## config.mk

```make
export PLATFORM = sky130hd
export DESIGN_NAME = yuv_interleave_seq
export DESIGN_NICKNAME = d
export VERILOG_FILES = /design/src/rtl/yuvseq_pkg.sv /design/src/rtl/yuvseq_tapline.sv /design/src/rtl/yuvseq_mux3.sv /design/src/rtl/yuvseq_ctrl.sv /design/src/rtl/yuv_interleave_seq.sv
export SDC_FILE = /design/constraint.sdc
export NUM_CORES = 1
export LEC_CHECK = 0
export BUFFER_PORTS_ARGS = -buffer_cell sky130_fd_sc_hd__buf_2
export CAP_MARGIN = 30
export CORE_MARGIN = 1.5
export CORE_UTILIZATION = 50
export DETAILED_ROUTE_END_ITERATION = 6
export GPL_TIMING_DRIVEN = 1
export HOLD_SLACK_MARGIN = 0.03
export PLACE_DENSITY = 0.91
export SLEW_MARGIN = 30
export SYNTH_ARGS = -nofsm -noshare
export SYNTH_HDL_FRONTEND = slang
export SYNTH_SLANG_ARGS = --single-unit
export TNS_END_PERCENT = 10
```

## constraint.sdc

```tcl
create_clock -name clk -period 1.75 [get_ports clk]
set_clock_uncertainty 0.1 [all_clocks]
set_input_delay 0.0875 -clock clk [delete_from_list [all_inputs] [get_ports clk]]
set_output_delay 0.0875 -clock clk [all_outputs]
set_load 0.005 [all_outputs]
```

## src/rtl/yuvseq_pkg.sv

```systemverilog
package yuvseq_pkg;
  localparam int NSTREAM = 3;
  typedef enum logic [1:0] {
    PH_U = 2'd0,
    PH_V = 2'd1,
    PH_Y = 2'd2
  } phase_e;
endpackage

```

## src/rtl/yuvseq_tapline.sv

```systemverilog
module yuvseq_tapline #(
  parameter int PIX_W = 8,
  parameter int DEPTH = 4
) (
  input  logic                         clk,
  input  logic                         rst_n,
  input  logic                         shift_i,
  input  logic [PIX_W-1:0]             din_i,
  output logic [(DEPTH+1)*PIX_W-1:0]   taps_o
);
  logic [DEPTH-1:0][PIX_W-1:0] dl_q, dl_d;

  always_comb begin
    dl_d = dl_q;
    if (shift_i) begin
      dl_d[0] = din_i;
      for (int k = 1; k < DEPTH; k++) dl_d[k] = dl_q[k-1];
    end
  end

  always_ff @(posedge clk or negedge rst_n) begin
    if (!rst_n) dl_q <= '0;
    else        dl_q <= dl_d;
  end

  assign taps_o[PIX_W-1:0] = din_i;
  for (genvar g = 0; g < DEPTH; g++) begin : g_tap
    assign taps_o[(g+1)*PIX_W +: PIX_W] = dl_q[g];
  end

  // private delay chain holds when its stream is not shifted
  p_line_hold_r6: assert property (@(posedge clk) disable iff (!rst_n)
    !shift_i |=> $stable(taps_o[(DEPTH+1)*PIX_W-1:PIX_W]));
  // accepted sample becomes slot 1
  p_line_shift_r5: assert property (@(posedge clk) disable iff (!rst_n)
    shift_i |=> taps_o[2*PIX_W-1:PIX_W] == $past(din_i));
endmodule

```

## src/rtl/yuvseq_mux3.sv

```systemverilog
module yuvseq_mux3 #(
  parameter int W = 8
) (
  input  logic [1:0]   sel_i,
  input  logic [W-1:0] in0_i,
  input  logic [W-1:0] in1_i,
  input  logic [W-1:0] in2_i,
  output logic [W-1:0] out_o
);
  always_comb begin
    case (sel_i)
      2'd0:    out_o = in0_i;
      2'd1:    out_o = in1_i;
      default: out_o = in2_i;
    endcase
  end
endmodule

```

## src/rtl/yuvseq_ctrl.sv

```systemverilog
module yuvseq_ctrl
  import yuvseq_pkg::*;
#(
  parameter int PIX_W = 8
) (
  input  logic             clk,
  input  logic             rst_n,
  input  logic [2:0]       src_vld_i,
  input  logic             pix_rdy_i,
  input  logic [PIX_W-1:0] flt_res_i,
  output logic [1:0]       phase_o,
  output logic [2:0]       pop_o,
  output logic             pix_vld_o,
  output logic [PIX_W-1:0] pix_u_o,
  output logic [PIX_W-1:0] pix_v_o
);
  phase_e           ph_q, ph_d;
  logic [PIX_W-1:0] u_q, u_d, v_q, v_d;
  logic             step;

  always_comb begin
    step  = 1'b0;
    ph_d  = ph_q;
    pop_o = 3'b000;
    u_d   = u_q;
    v_d   = v_q;
    case (ph_q)
      PH_U: begin
        step = src_vld_i[0];
        if (step) begin
          pop_o = 3'b001;
          u_d   = flt_res_i;
          ph_d  = PH_V;
        end
      end
      PH_V: begin
        step = src_vld_i[1];
        if (step) begin
          pop_o = 3'b010;
          v_d   = flt_res_i;
          ph_d  = PH_Y;
        end
      end
      default: begin
        step = src_vld_i[2] & pix_rdy_i;
        if (step) begin
          pop_o = 3'b100;
          ph_d  = PH_U;
        end
      end
    endcase
  end

  always_ff @(posedge clk or negedge rst_n) begin
    if (!rst_n) begin
      ph_q <= PH_U;
      u_q  <= '0;
      v_q  <= '0;
    end else begin
      ph_q <= ph_d;
      if (pop_o[0]) u_q <= u_d;
      if (pop_o[1]) v_q <= v_d;
    end
  end

  assign phase_o   = ph_q;
  assign pix_vld_o = (ph_q == PH_Y) & src_vld_i[2];
  assign pix_u_o   = u_q;
  assign pix_v_o   = v_q;

  p_phase_legal_r2: assert property (@(posedge clk) disable iff (!rst_n)
    phase_o != 2'd3);
  p_pop_onehot_r3: assert property (@(posedge clk) disable iff (!rst_n)
    $onehot0(pop_o));
  p_pop_needs_data_r3: assert property (@(posedge clk) disable iff (!rst_n)
    (pop_o & ~src_vld_i) == 3'b000);
  p_stall_hold_r4: assert property (@(posedge clk) disable iff (!rst_n)
    pop_o == 3'b000 |=> $stable(phase_o) && $stable(pix_u_o) && $stable(pix_v_o));
  p_u_latch_r8: assert property (@(posedge clk) disable iff (!rst_n)
    pop_o[0] |=> phase_o == 2'd1 && pix_u_o == $past(flt_res_i));
  p_v_latch_r8: assert property (@(posedge clk) disable iff (!rst_n)
    pop_o[1] |=> phase_o == 2'd2 && pix_v_o == $past(flt_res_i));
  p_wrap_r2: assert property (@(posedge clk) disable iff (!rst_n)
    pop_o[2] |=> phase_o == 2'd0);
  p_backpressure_r10: assert property (@(posedge clk) disable iff (!rst_n)
    pix_vld_o && !pix_rdy_i |=> phase_o == 2'd2 && pop_o[0] == 1'b0);
  p_vld_on_y_r9: assert property (@(posedge clk) disable iff (!rst_n)
    pix_vld_o |-> phase_o == 2'd2);
endmodule

```

## src/rtl/yuv_interleave_seq.sv

```systemverilog
module yuv_interleave_seq
  import yuvseq_pkg::*;
#(
  parameter int PIX_W  = 8,
  parameter int NTAP   = 5,
  parameter int CSEL_W = 5
) (
  input  logic                     clk,
  input  logic                     rst_n,
  input  logic [2:0]               src_vld_i,
  input  logic [3*PIX_W-1:0]       src_dat_i,
  output logic [2:0]               src_pop_o,
  input  logic [NTAP*CSEL_W-1:0]   csel_u_i,
  input  logic [NTAP*CSEL_W-1:0]   csel_v_i,
  input  logic [NTAP*CSEL_W-1:0]   csel_y_i,
  output logic [NTAP*PIX_W-1:0]    tap_o,
  output logic [NTAP*CSEL_W-1:0]   csel_o,
  output logic [1:0]               phase_o,
  input  logic [PIX_W-1:0]         flt_res_i,
  output logic                     pix_vld_o,
  input  logic                     pix_rdy_i,
  output logic [PIX_W-1:0]         pix_y_o,
  output logic [PIX_W-1:0]         pix_u_o,
  output logic [PIX_W-1:0]         pix_v_o
);
  localparam int DEPTH = NTAP - 1;
  localparam int TW    = NTAP * PIX_W;
  localparam int CW    = NTAP * CSEL_W;

  logic [NSTREAM-1:0][TW-1:0] taps_s;
  logic [1:0]                 ph;

  yuvseq_ctrl #(.PIX_W(PIX_W)) u_ctrl (
    .clk       (clk),
    .rst_n     (rst_n),
    .src_vld_i (src_vld_i),
    .pix_rdy_i (pix_rdy_i),
    .flt_res_i (flt_res_i),
    .phase_o   (ph),
    .pop_o     (src_pop_o),
    .pix_vld_o (pix_vld_o),
    .pix_u_o   (pix_u_o),
    .pix_v_o   (pix_v_o)
  );

  for (genvar s = 0; s < NSTREAM; s++) begin : g_line
    yuvseq_tapline #(.PIX_W(PIX_W), .DEPTH(DEPTH)) u_line (
      .clk     (clk),
      .rst_n   (rst_n),
      .shift_i (src_pop_o[s]),
      .din_i   (src_dat_i[s*PIX_W +: PIX_W]),
      .taps_o  (taps_s[s])
    );
  end

  yuvseq_mux3 #(.W(TW)) u_tap_mux (
    .sel_i (ph),
    .in0_i (taps_s[0]),
    .in1_i (taps_s[1]),
    .in2_i (taps_s[2]),
    .out_o (tap_o)
  );

  yuvseq_mux3 #(.W(CW)) u_csel_mux (
    .sel_i (ph),
    .in0_i (csel_u_i),
    .in1_i (csel_v_i),
    .in2_i (csel_y_i),
    .out_o (csel_o)
  );

  assign phase_o = ph;
  assign pix_y_o = flt_res_i;
endmodule

```

==> metrics.md <==
| Metric | Value |
|---|---|
| H-tree Lvls | 4 |
| Vias per cell | 5.63 |
| Post-route minimum period | 1.97 ns |
| CTS Buf Count | 17 |
| Max Transition Viols Final | 0 |
| Via Count | 4,899 |
| Drt total wl | 18,500 um |
| Pwr per Cell Area | 2060 mW/mm^2 |
| DR iter-0 viols | 335 |
| Port bufs | 207 |
| Final net count | 829 |
| FILL cells | 698 |
| Critical path launch point | u_ctrl.phase_o[0] |
| Max rail drop VDD | 0.00127 V |
| Clk sink count | 114 |
| WS Path Type | reg -> out |
| Unrepaired setup endpoints after global routing | yes |
| Vias in the first global route | 5,443 |
| Max Fclk | 508 MHz |
| Final Cycle Share | 112% |
| Final worst slack | -0.217 ns |
| DIE AREA | 0.0123 sq mm |
| Placed instance area | 0.00695 sq mm |
| Comb pwr share | 45.8% |
| CP Depth | 5 |
| Reg area | 0.00286 sq mm |
| Mean Syn Cell Area | 12.1 sq um |
| Final Hold Vio Count | 0 |
| DR WL/cell | 21.3 um |
| Post-synthesis register bit count | 114 |
| Area taken by multi-input logic gates | 0.00277 sq mm |
| Min-Delay Path Class | in -> async |
| Met2 wire len | 9870 um |
| P_leak | 4.05 nW |
| Highest routed layer | met4 |
| CP Capture Type | output pin |
| Clock power share | 23.8% |
| Post-synth top area share | 49.0% |
| FF-to-FF path depth | 4 |
| Worst-path clk slew | 0.06 ns |
| Share of layout cells above drive strength 1 | 54.3% |
| Largest net degree at the start of global routing | 46 |
| Maxcap violations | 0 |
| Int Pwr | 0.0111 W |
| Slew headroom | 70.9% |
| Final Instance Area | 0.00833 sq mm |
| Number of remaining DRC errors | 0 |
| Total global-route track usage | 30.6% |
| Hpwl dp | 10,100 um |
| Layout area overhead | 43.1% |
| Mapped Nets | 593 |
| Total power | 0.0172 W |
| Reg-to-reg endpoint | g_line[1].u_line.taps_o[38] |
| Area contributors post-synth | dfrtp_1 49%, mux2_2 15%, mux2i_1 11% |
| Mapped Area | 0.00583 sq mm |
| Initial antenna violation count | 0 |
| CP cell instances | buf_12, buf_16, mux2i_1, o21ai_1, buf_2 |
| Leading cell types by count after synthesis | 114 x dfrtp_1, 79 x mux2_2, 69 x nand2_1 |
| Die W | 111 um |
| Ys Warns | 0 |
| Synth cell types | 17 |
| Final core utilization | 73.3% |
| CTS tree | built |
| Worst Path Max Fanout | 6 |
| Number of flops mapped to enable cells by yosys | 0 |
| Metal1 wirelength | 6820 um |
| Slew @ Worst Pin | 0.436 ns |
| CP Data Required Time | 1.56 ns |
| Post-synthesis cell type with the largest combined area | dfrtp_1 |
| Vert. Die Dim | 111 um |
| Slowest-stage cell, CP | dfrtp_4 |
| IO Pins | 208 |
| WP data arrival | 1.78 ns |
| Buf+Inv Stages, Crit Path | 3 |
| Max clock buf depth | 2 |
| Pre-antenna DRT Iters | 5 |
| CP max stage delay | 0.53 ns |
| Rows | 39 |
| Clock Tree Root | clkbuf_16 |
| Dpl ws | 0.0679 ns |
| R2R Setup Slk | 0.02 ns |
| Core Region | 0.0114 sq mm |
| CP top delay family | flip-flops |
| Antenna Cells | 0 |
| Clk Latency, worst-skew pair | 0.42 ns |
| Global-route wire length before repair | 29,100 um |
| Flop pwr share | 30.4% |
| Asr flop ratio synth | 100% |
| Failing checks | setup timing |
| Primary FF master, synth | dfrtp_1 |
| Sequential-to-total area share from yosys stat | 49.0% |
| Outcome | finished with violations |
| Net Sw Power | 0.00605 W |
| GRT overflow | 0 |
| Initial Util | 51.2% |
| Most common cell in the synthesized netlist | dfrtp_1 |
| WL met3 | 1350 um |
| Startpoint types | register |
| Routed Antenna Nets | 0 |
| Final setup fails | 68 |
| Sw Share | 35.2% |
| Hold slack | 0.0650 ns |
| Placer Congestion | 0.831 |
| Worst r2r src | u_ctrl.phase_o[0] |
| Synth Instances | 480 |
| Setup crit end | tap_o[14] |
==> final cells by class <==
cell class	instances	area share [%]
clock buffer	19	5.43
clock inverter	11	2.79
inverter	2	0.0901
multi-input combinational	318	33.2
sequential	114	34.3
tap	143	2.15
timing repair buffer	263	22.0
==> flip-flops by register name, indices dropped and copies added (netlist names) <==
signal,flops
u_ctrl.phase_o,2
u_ctrl.pix_v_o,8
g_line.u_line.taps_o,96
u_ctrl.pix_u_o,8
==> through the flow <==
| stage | setup TNS [ns] | instances |
|---|---|---|
| 2_1_floorplan | 0 | 480 |
| 3_3_place_gp | 0 | 796 |
| 3_5_place_dp | 0 | 796 |
| 4_1_cts | -5.34 | 869 |
| 5_1_grt | -9.97 | 870 |
| 6_report | -6.26 | 870 |
==> worst min path at each step <==
stage / startpoint / end / depth (start not counted) / slack [ns]
after global placement: rst_n / u_ctrl.pix_v_o[7] / 1 / -0.06
final: rst_n / g_line[1].u_line.taps_o[19] / 2 / 0.06
after floorplan: rst_n / g_line[0].u_line.taps_o[10] / 0 / -0.31
after global routing: rst_n / u_ctrl.pix_v_o[7] / 2 / 0.11
after CTS: src_vld_i[2] / u_ctrl.phase_o[0] / 4 / 0.04
after detailed placement: rst_n / u_ctrl.pix_v_o[7] / 1 / -0.04
==> what timing repair did <==
item / in CTS / in global routing
setup buffers: 2 / 0
pin swaps: 7 / 7
cloned: 5 / 1
hold endpoints to repair: 156 / 0
resized for setup: 83 / 12
setup endpoints to repair: 70 / 71
hold buffers: 36 / 0
==> power by group through the flow <==
stage,logic (W),registers (W),clock network (W)
4_1_cts,0.00759,0.00508,0.00405
2_1_floorplan,0.00433,0.00467,0
5_1_grt,0.00837,0.00536,0.00420
3_3_place_gp,0.00617,0.00489,0
3_5_place_dp,0.00646,0.00504,0
6_report,0.00787,0.00523,0.00408
==> cells by family (layout without fill, tap and decap cells) <==
kind of cell           Yosys count  count (layout)  synth area share [%]
AND/OR/NAND/NOR                 74              74                  5.37
flip-flops                     114             114                  49.0
AO/OA/AOI/OAI                   66              66                  5.67
buffers and inverters           48             295                  5.07
multiplexers                   178             178                  34.9
==> cell usage in the layout (no fill, tap or decap), types with 2 or more instances in the layout <==
cell type / n
buf_4: 3
o21ai_2: 10
o21ai_1: 43
mux2i_2: 3
clkinv_2: 3
buf_2: 204
buf_12: 7
clkbuf_16: 19
nand2_1: 60
nand2_2: 9
dlygate4sd3_1: 36
clkbuf_8: 2
mux2_4: 30
buf_6: 3
dfrtp_4: 2
dfrtp_1: 112
mux2_2: 79
mux2_1: 3
bufinv_16: 7
buf_16: 7
o21ai_0: 13
mux2i_1: 62
==> per-layer routing <==
metal | vias to the layer above | GRT usage [%]
li1 | 2157 | -
met1 | 2453 | 35.2
met2 | 246 | 54.2
met3 | 43 | 7.00
met4 | 0 | 13.8
met5 | - | 0
Note: power is estimated with default switching activity, not from simulation.
